==> src/rtl/cbuf_pkg.sv <==
package cbuf_pkg;
  typedef enum logic [1:0] {
    SEL_START  = 2'd0,
    SEL_LIMIT  = 2'd1,
    SEL_STRIDE = 2'd2,
    SEL_NONE   = 2'd3
  } cfg_sel_e;
endpackage

==> src/rtl/cbuf_cfg_regs.sv <==
module cbuf_cfg_regs
  import cbuf_pkg::*;
#(
  parameter int AW = 8
) (
  input  logic          clk,
  input  logic          rst,
  input  logic          cfg_we,
  input  logic [1:0]    cfg_sel,
  input  logic [AW-1:0] cfg_data,
  output logic [AW-1:0] start_q,
  output logic [AW-1:0] limit_q,
  output logic [AW-1:0] stride_q,
  output logic          start_wr
);
  localparam logic [AW-1:0] STRIDE_RST = AW'(1);

  cfg_sel_e sel;
  assign sel      = cfg_sel_e'(cfg_sel);
  assign start_wr = cfg_we && (sel == SEL_START);

  always_ff @(posedge clk) begin
    if (rst) begin
      start_q  <= '0;
      limit_q  <= '0;
      stride_q <= STRIDE_RST;
    end else if (cfg_we) begin
      case (sel)
        SEL_START:  start_q  <= cfg_data;
        SEL_LIMIT:  limit_q  <= cfg_data;
        SEL_STRIDE: stride_q <= cfg_data;
        default:    ;
      endcase
    end
  end
endmodule

==> src/rtl/cbuf_next_ptr.sv <==
module cbuf_next_ptr #(
  parameter int AW = 8
) (
  input  logic [AW-1:0] ptr,
  input  logic [AW-1:0] stride,
  input  logic [AW-1:0] start,
  input  logic [AW-1:0] limit,
  output logic [AW-1:0] nxt
);
  localparam int SW = AW + 1;

  logic [SW-1:0] sum;
  logic          wrap;

  always_comb begin
    sum  = {1'b0, ptr} + {1'b0, stride};
    wrap = sum[AW] || (sum[AW-1:0] >= limit);
    nxt  = wrap ? start : sum[AW-1:0];
  end
endmodule

==> src/rtl/cbuf_ptr_reg.sv <==
module cbuf_ptr_reg #(
  parameter int AW = 8
) (
  input  logic          clk,
  input  logic          rst,
  input  logic          ld_fire,
  input  logic          cfg_we,
  input  logic          start_wr,
  input  logic [AW-1:0] cfg_data,
  input  logic [AW-1:0] nxt,
  output logic [AW-1:0] ptr_q,
  output logic [AW-1:0] addr_q,
  output logic          valid_q
);
  always_ff @(posedge clk) begin
    if (rst) begin
      ptr_q   <= '0;
      addr_q  <= '0;
      valid_q <= 1'b0;
    end else begin
      valid_q <= ld_fire;
      if (ld_fire) addr_q <= ptr_q;
      if (start_wr)               ptr_q <= cfg_data;
      else if (ld_fire && !cfg_we) ptr_q <= nxt;
    end
  end
endmodule

==> src/rtl/cbuf_addr_unit.sv <==
module cbuf_addr_unit #(
  parameter int AW = 8
) (
  input  logic          clk,
  input  logic          rst,
  input  logic          cfg_we,
  input  logic [1:0]    cfg_sel,
  input  logic [AW-1:0] cfg_data,
  input  logic          ld_fire,
  output logic [AW-1:0] addr_out,
  output logic          addr_valid
);
  logic [AW-1:0] start_q, limit_q, stride_q, ptr_q, nxt;
  logic          start_wr;

  cbuf_cfg_regs #(.AW(AW)) cfg_i (
    .clk(clk), .rst(rst), .cfg_we(cfg_we), .cfg_sel(cfg_sel),
    .cfg_data(cfg_data), .start_q(start_q), .limit_q(limit_q),
    .stride_q(stride_q), .start_wr(start_wr)
  );

  cbuf_next_ptr #(.AW(AW)) nxt_i (
    .ptr(ptr_q), .stride(stride_q), .start(start_q), .limit(limit_q),
    .nxt(nxt)
  );

  cbuf_ptr_reg #(.AW(AW)) ptr_i (
    .clk(clk), .rst(rst), .ld_fire(ld_fire), .cfg_we(cfg_we),
    .start_wr(start_wr), .cfg_data(cfg_data), .nxt(nxt),
    .ptr_q(ptr_q), .addr_q(addr_out), .valid_q(addr_valid)
  );
endmodule

==> config.mk <==
export PLATFORM = sky130hd
export DESIGN_NAME = cbuf_addr_unit
export DESIGN_NICKNAME = d
export VERILOG_FILES = /design/src/rtl/cbuf_pkg.sv /design/src/rtl/cbuf_cfg_regs.sv /design/src/rtl/cbuf_next_ptr.sv /design/src/rtl/cbuf_ptr_reg.sv /design/src/rtl/cbuf_addr_unit.sv
export SDC_FILE = /design/constraint.sdc
export NUM_CORES = 1
export LEC_CHECK = 0
export ABC_AREA = 0
export BUFFER_PORTS_ARGS = -buffer_cell sky130_fd_sc_hd__buf_2
export CORE_AREA = 2 2 68 70
export DETAILED_ROUTE_END_ITERATION = 16
export DIE_AREA = 0 0 70 72
export GPL_TIMING_DRIVEN = 0
export PLACE_DENSITY_LB_ADDON = 0.15
export SYNTH_ARGS = -nofsm -noshare
export SYNTH_HDL_FRONTEND = slang
export SYNTH_SLANG_ARGS = --single-unit
==> constraint.sdc <==
create_clock -name clk -period 3.3 [get_ports clk]
set_input_delay 0.66 -clock clk [delete_from_list [all_inputs] [get_ports clk]]
set_output_delay 0.66 -clock clk [all_outputs]
set_load 0.1 [all_outputs]
==> results.json, run 1 <==
{
  "power_frac_seq_pct": 40.1,
  "whs_path_depth": 2,
  "antenna_found_initial": 0,
  "worst_pin_slew_ns": 0.783,
  "synth_enable_flop_cells": 0,
  "intPower_uw": 948,
  "violations": "negative setup slack",
  "busiest_layer": "met2",
  "grtUsageMet3_pct": 4.31,
  "critPathLaunchType": "flop",
  "gp_congestion": 0.791,
  "min_from": "cfg_i.start_q[3]",
  "die_width_um": 70,
  "ys_seq_elements": 41,
  "vias_per_cell": 5.55,
  "syn-num-nets": 273,
  "tns_ns": -0.0184,
  "start_util_pct": 50.5,
  "drive_above_1_share_pct": 20.1,
  "slowest_delay_ns": 0.36,
  "dieArea_um2": 5040,
  "critical_path_class": "reg2reg",
  "drt_first_pass_iters": 4,
  "hold_class": "reg2reg",
  "power.share.clock_pct": 37.0,
  "wl_um": 5070,
  "fin_nets": 308,
  "io_pins": 23,
  "grt_pass1_wl_um": 8290,
  "instances_no_fill": 330,
  "powerDensity_nw_per_um2": 512,
  "stdcell_area_um2": 2590,
  "status": "finished, violations left",
  "cts_tree": "built",
  "yosysUniqueCellTypes": 45,
  "cap_violations": 0,
  "drtIter0Drc": 84,
  "crit_chain": "ha_4, fa_2, a211o_1, a2111oi_4, nand3b_1, ha_1, a21o_1, a221oi_2, o21ai_2, buf_6, or3b_4, a311oi_2",
  "skew_ns": 0.00664,
  "drc": 0,
  "end_kind": "flop",
  "synth_area_um2": 2150,
  "synth_top_flop_cell": "dfxtp_1",
  "place_area_um2": 2320,
  "via_count": 1831,
  "power.switching_uw": 379,
  "r2r_cells": 12,
  "core_area_um2": 4260,
  "r2r_start": "cfg_i.stride_q[0]",
  "r2r_setup_slack_ns": -0.02,
  "cts_hold_buf": 0,
  "cts_buffers": 5,
  "dieHeight_um": 72,
  "cp_max_fo": 5,
  "ys_seq_area_share_pct": 38.1,
  "rows": 24,
  "p_sw_share_pct": 28.6,
  "dp.cells": 315,
  "slew_headroom_pct": 47.7,
  "ys_warn_count": 0,
  "grt_max_degree": 15,
  "rsz0062_at_grt": "yes",
  "grt_util_met1_pct": 28.0,
  "slew_violations": 0,
  "cts_num_sinks": 41,
  "synth_cells": 242,
  "avgSynthCellArea_um2": 8.90,
  "arrival_ns": 3.53,
  "clock-root-buffer": "clkbuf_8",
  "overflow": 0,
  "setup_viol": 1,
  "slowest_stage": "fa_2",
  "clk_latency_ns": 0.30,
  "fin_crit_ns": 3.32,
  "synthArstFlopShare_pct": 0,
  "post-route-util_pct": 60.8,
  "grtUsageMet2_pct": 34.4,
  "layout_setup_ws_ns": -0.0184,
  "htreeDepth": 2,
  "fmax_mhz": 301,
  "wl_per_cell_um": 15.4,
  "worstHoldEndpoint": "cfg_i.start_q[3]",
  "ant_nets": 0,
  "hold_viol_final": 0,
  "clkSlewWorstSetupHoldPaths_ns": 0.08,
  "grt_pass1_vias": 1696,
  "worstPathRequired_ns": 3.52,
  "hpwl_um": 3700,
  "port_buffers": 21,
  "combPwrFrac_pct": 23.0,
  "grt_use_total_pct": 20.9,
  "fin_crit_sh_pct": 101,
  "cts.path.max_buffers": 2,
  "reg2reg_to": "ptr_i.ptr_q[6]",
  "synthToLayoutAreaGrowth_pct": 20.3,
  "n_antenna_cell": 0,
  "ir_drop_mv": 0.315,
  "power_leakage_nw": 1.23
}
==> cell families (layout without fill, tap and decap cells) <==
kind of cell | after synthesis | count (layout) | share of synthesized area, %
AND/OR/NAND/NOR | 78 | 78 | 16.6
flip-flops | 41 | 41 | 38.1
buffers and inverters | 27 | 63 | 4.94
adder cells (fa/ha/maj) | 17 | 17 | 10.2
XOR/XNOR | 5 | 5 | 2.03
multiplexers | 23 | 23 | 10.7
AO/OA/AOI/OAI | 51 | 51 | 17.4
==> per-layer routing <==
layer | vias to the layer above | share of wire [%] | wire length (um)
li1 | 922 | - | -
met1 | 869 | 49 | 2470
met2 | 36 | 47 | 2380
met3 | 4 | 3.3 | 168
met4 | 0 | 1.0 | 51
met5 | - | 0 | 0
==> per-stage QoR <==
stage | hold slack, ns | power (mW) | setup slack, ns
after floorplan | 0.432 | 0.722 | 0.0128
after global placement | 0.440 | 0.781 | -0.289
after detailed placement | 0.449 | 0.785 | -0.328
after CTS | 0.461 | 1.32 | -0.0553
after global routing | 0.486 | 1.39 | -0.143
final | 0.459 | 1.33 | -0.0184
==> power groups by stage <==
stage               Clock, mW  Sequential (mW)  Combinational [mW]
CTS                     0.505            0.531               0.282
global route            0.522            0.534               0.330
finish                  0.490            0.531               0.305
detailed placement          0            0.542               0.243
global placement            0            0.541               0.240
floorplan                   0            0.564               0.158
==> registers in the layout, summed over array words and instances, names as in the netlist <==
signal          cells
cfg_i.start_q       8
ptr_i.addr_q        8
ptr_i.ptr_q         8
ptr_i.valid_q       1
cfg_i.stride_q      8
cfg_i.limit_q       8
==> worst max path at each step <==
stage,slack (ns),endpoint,startpoint,depth (start not counted)
after global placement,-0.29,ptr_i.ptr_q[7],ptr_i.ptr_q[0],12
after CTS,-0.06,ptr_i.ptr_q[6],cfg_i.stride_q[0],12
after floorplan,0.01,ptr_i.ptr_q[5],cfg_i.stride_q[0],12
after detailed placement,-0.33,ptr_i.ptr_q[7],ptr_i.ptr_q[0],12
final,-0.02,ptr_i.ptr_q[6],cfg_i.stride_q[0],12
after global routing,-0.14,ptr_i.ptr_q[6],cfg_i.stride_q[0],12
==> cells in the final DEF (no fill, tap or decap), types with 5 or more instances in the layout <==
cell / n
a21oi_1: 21
buf_2: 22
buf_4: 8
clkbuf_1: 5
clkbuf_8: 5
dfxtp_1: 39
ha_1: 15
inv_1: 15
mux2i_1: 23
nand2_1: 28
nor2_1: 25
==> cell usage after synthesis, types with 3 or more instances <==
cell,count,share of area [%]
inv_1,15,2.6
and3_1,3,0.87
nor2_1,25,4.4
mux2i_1,23,11
clkbuf_1,6,1.0
nor4_1,4,1.2
a21oi_1,21,4.9
nand3b_1,3,1.0
o21ai_0,3,0.70
nand2_1,28,4.9
a21o_1,4,1.4
a311o_1,4,1.9
xor2_1,3,1.2
ha_1,16,9.3
nand3_1,3,0.70
buf_1,3,0.52
nor2b_1,3,0.87
a211o_1,3,1.2
dfxtp_1,41,38
==> worst max-delay path: cells and delay by family, from the launching register on <==
family / cells / cell delay [ns]
simple gates: 2 / 0.55
fa+ha+maj: 3 / 0.78
compound gates: 6 / 1.42
buf+inv: 1 / 0.14
flops: 1 / 0.34
==> final cells by class <==
cell class | instances | area [um2]
fillers | 391 | 1670
multi-input cells | 174 | 1290
flip-flops and latches | 41 | 823
repair buffers | 29 | 169
clock buffers | 5 | 68.8
clock inverters | 3 | 68.8
well taps | 52 | 65.1
inverters | 16 | 60.1
plain buffers | 10 | 42.5
==> what timing repair did <==
item	CTS	global route
resized for setup	9	5
gates cloned	0	0
buffers inserted	7	1
endpoints found under the setup margin	8	8
pin swaps	10	8
Power figures use the tool's default switching activity.
==> run 2: changes to the inputs <==
--- a/config.mk
+++ b/config.mk
@@ -12,6 +12,8 @@
 export DIE_AREA = 0 0 70 72
 export GPL_TIMING_DRIVEN = 0
 export PLACE_DENSITY_LB_ADDON = 0.15
+export RECOVER_POWER = 50
 export SYNTH_ARGS = -nofsm -noshare
 export SYNTH_HDL_FRONTEND = slang
 export SYNTH_SLANG_ARGS = --single-unit
+export TNS_END_PERCENT = 20
==> results.json, run 2 (synthesized netlist as in run 1, its figures left out) <==
{
  "drive_above_1_share_pct": 19.1,
  "rows": 24,
  "io_pins": 23,
  "antenna_found_initial": 0,
  "arrival_ns": 3.55,
  "start_util_pct": 50.5,
  "status": "finished, violations left",
  "cts_buffers": 5,
  "hold_viol_final": 0,
  "clock-root-buffer": "clkbuf_8",
  "vias_per_cell": 5.53,
  "grt_max_degree": 15,
  "powerDensity_nw_per_um2": 515,
  "critical_path_class": "reg2reg",
  "ir_drop_mv": 0.325,
  "slowest_delay_ns": 0.36,
  "power_leakage_nw": 1.21,
  "critPathLaunchType": "flop",
  "fin_crit_ns": 3.33,
  "fmax_mhz": 300,
  "port_buffers": 21,
  "fillCellCount": 394,
  "slew_headroom_pct": 52.5,
  "drc": 0,
  "clkSlewWorstSetupHoldPaths_ns": 0.09,
  "dieArea_um2": 5040,
  "core_area_um2": 4260,
  "end_kind": "flop",
  "hpwl_um": 3700,
  "tns_ns": -0.0371,
  "cap_violations": 0,
  "cts.path.max_buffers": 2,
  "wl_um": 5010,
  "layout_setup_ws_ns": -0.0310,
  "cts_tree": "built",
  "layout_common_cells": "39 x dfxtp_1, 28 x nand2_1, 25 x nor2_1",
  "slowest_stage": "fa_2",
  "drt_first_pass_iters": 4,
  "gp_congestion": 0.791,
  "die_width_um": 70,
  "worstPathRequired_ns": 3.52,
  "slew_violations": 0,
  "fin_crit_sh_pct": 101,
  "power_mw": 1.33,
  "cts_num_sinks": 41,
  "clk_latency_ns": 0.30,
  "drtIter0Drc": 78,
  "worst_pin_slew_ns": 0.712,
  "htreeDepth": 2,
  "skew_ns": 0.00952,
  "overflow": 0,
  "via_count": 1820,
  "rsz0062_at_grt": "yes",
  "crit_chain": "ha_4, fa_2, a211o_1, a2111oi_4, nand3b_1, ha_1, a21o_1, a221oi_2, o21ai_2, buf_6, or3b_4, a311oi_2",
  "violations": "negative setup slack",
  "ant_nets": 0,
  "synthToLayoutAreaGrowth_pct": 19.5,
  "hold_class": "reg2reg",
  "grt_pass1_wl_um": 8290,
  "setup_viol": 2,
  "layout_commonest_cell": "dfxtp_1",
  "fin_nets": 307,
  "cp_max_fo": 5,
  "grt_use_total_pct": 20.9,
  "dieHeight_um": 72,
  "wl_per_cell_um": 15.2,
  "n_antenna_cell": 0,
  "grt_pass1_vias": 1693
}
-- run 2: cell types whose count changed in the layout (fill, tap and decap cells not counted), sizes merged --
cell / change
buf: -3
clkbuf: +2
-- run 2: cell type report --
class / instances / area (um2) / share of cell area (%)
plain buffers: 10 / 41.3 / 1.61
clock buffers: 5 / 68.8 / 2.68
clock inverters: 3 / 68.8 / 2.68
inverters: 16 / 60.1 / 2.33
multi-input cells: 174 / 1280 / 50.0
flip-flops and latches: 41 / 823 / 32.0
well taps: 52 / 65.1 / 2.53
repair buffers: 28 / 160 / 6.23
-- run 2: worst max-delay path: cells and delay by family, from the launching register on --
| family | cells | cell delay [ns] |
|---|---|---|
| and+or+nand+nor | 2 | 0.55 |
| adders and majority gates | 3 | 0.79 |
| DFF | 1 | 0.35 |
| buffers and inverters | 1 | 0.14 |
| AOI/OAI and AO/OA | 6 | 1.41 |
-- run 2: stage by stage --
step / std cells / setup WS [ns] / cell area (um2) / hold WS, ns / util [%]
finish: 329 / -0.0310 / 2570 / 0.459 / 60.3
global placement: 315 / -0.289 / 2320 / 0.440 / 54.5
detailed placement: 315 / -0.328 / 2320 / 0.449 / 54.5
global route: 329 / -0.150 / 2570 / 0.486 / 60.3
CTS: 328 / -0.0639 / 2540 / 0.461 / 59.5
floorplan: 242 / 0.0128 / 2150 / 0.432 / -
-- run 2: path summary, 6_finish.rpt --
path / start / to / slack, ns / depth (start not counted)
max: ptr_i.ptr_q[0] / ptr_i.ptr_q[6] / -0.03 / 12
min: cfg_i.start_q[3] / cfg_i.start_q[3] / 0.46 / 2
max reg2reg: ptr_i.ptr_q[0] / ptr_i.ptr_q[6] / -0.03 / 12
min reg2reg: cfg_i.start_q[3] / cfg_i.start_q[3] / 0.46 / 2
-- run 2: routing by layer --
metal  wire, um  part of all wire [%]  global-route usage, %
met1       2410                    48                   28.0
met2       2310                    46                   34.4
met3        217                   4.3                   4.31
met4         67                   1.3                   6.41
met5          0                     0                      0
-- run 2: report_power, final --
group / leakage [nW] / internal (mW) / switching, mW / total (mW)
clock: 0.0687 / 0.305 / 0.190 / 0.494
sequential: 0.333 / 0.516 / 0.0152 / 0.531
combinational: 0.813 / 0.127 / 0.173 / 0.300
total: 1.21 / 0.947 / 0.378 / 1.33
-- run 2: what timing repair did --
| action | CTS | global route |
|---|---|---|
| buffers inserted | 6 | 1 |
| pin swaps | 10 | 4 |
| cloned | 0 | 0 |
| gates resized for setup | 9 | 4 |
| hold buffers | 0 | 0 |
| endpoints found under the setup margin | 8 | 8 |
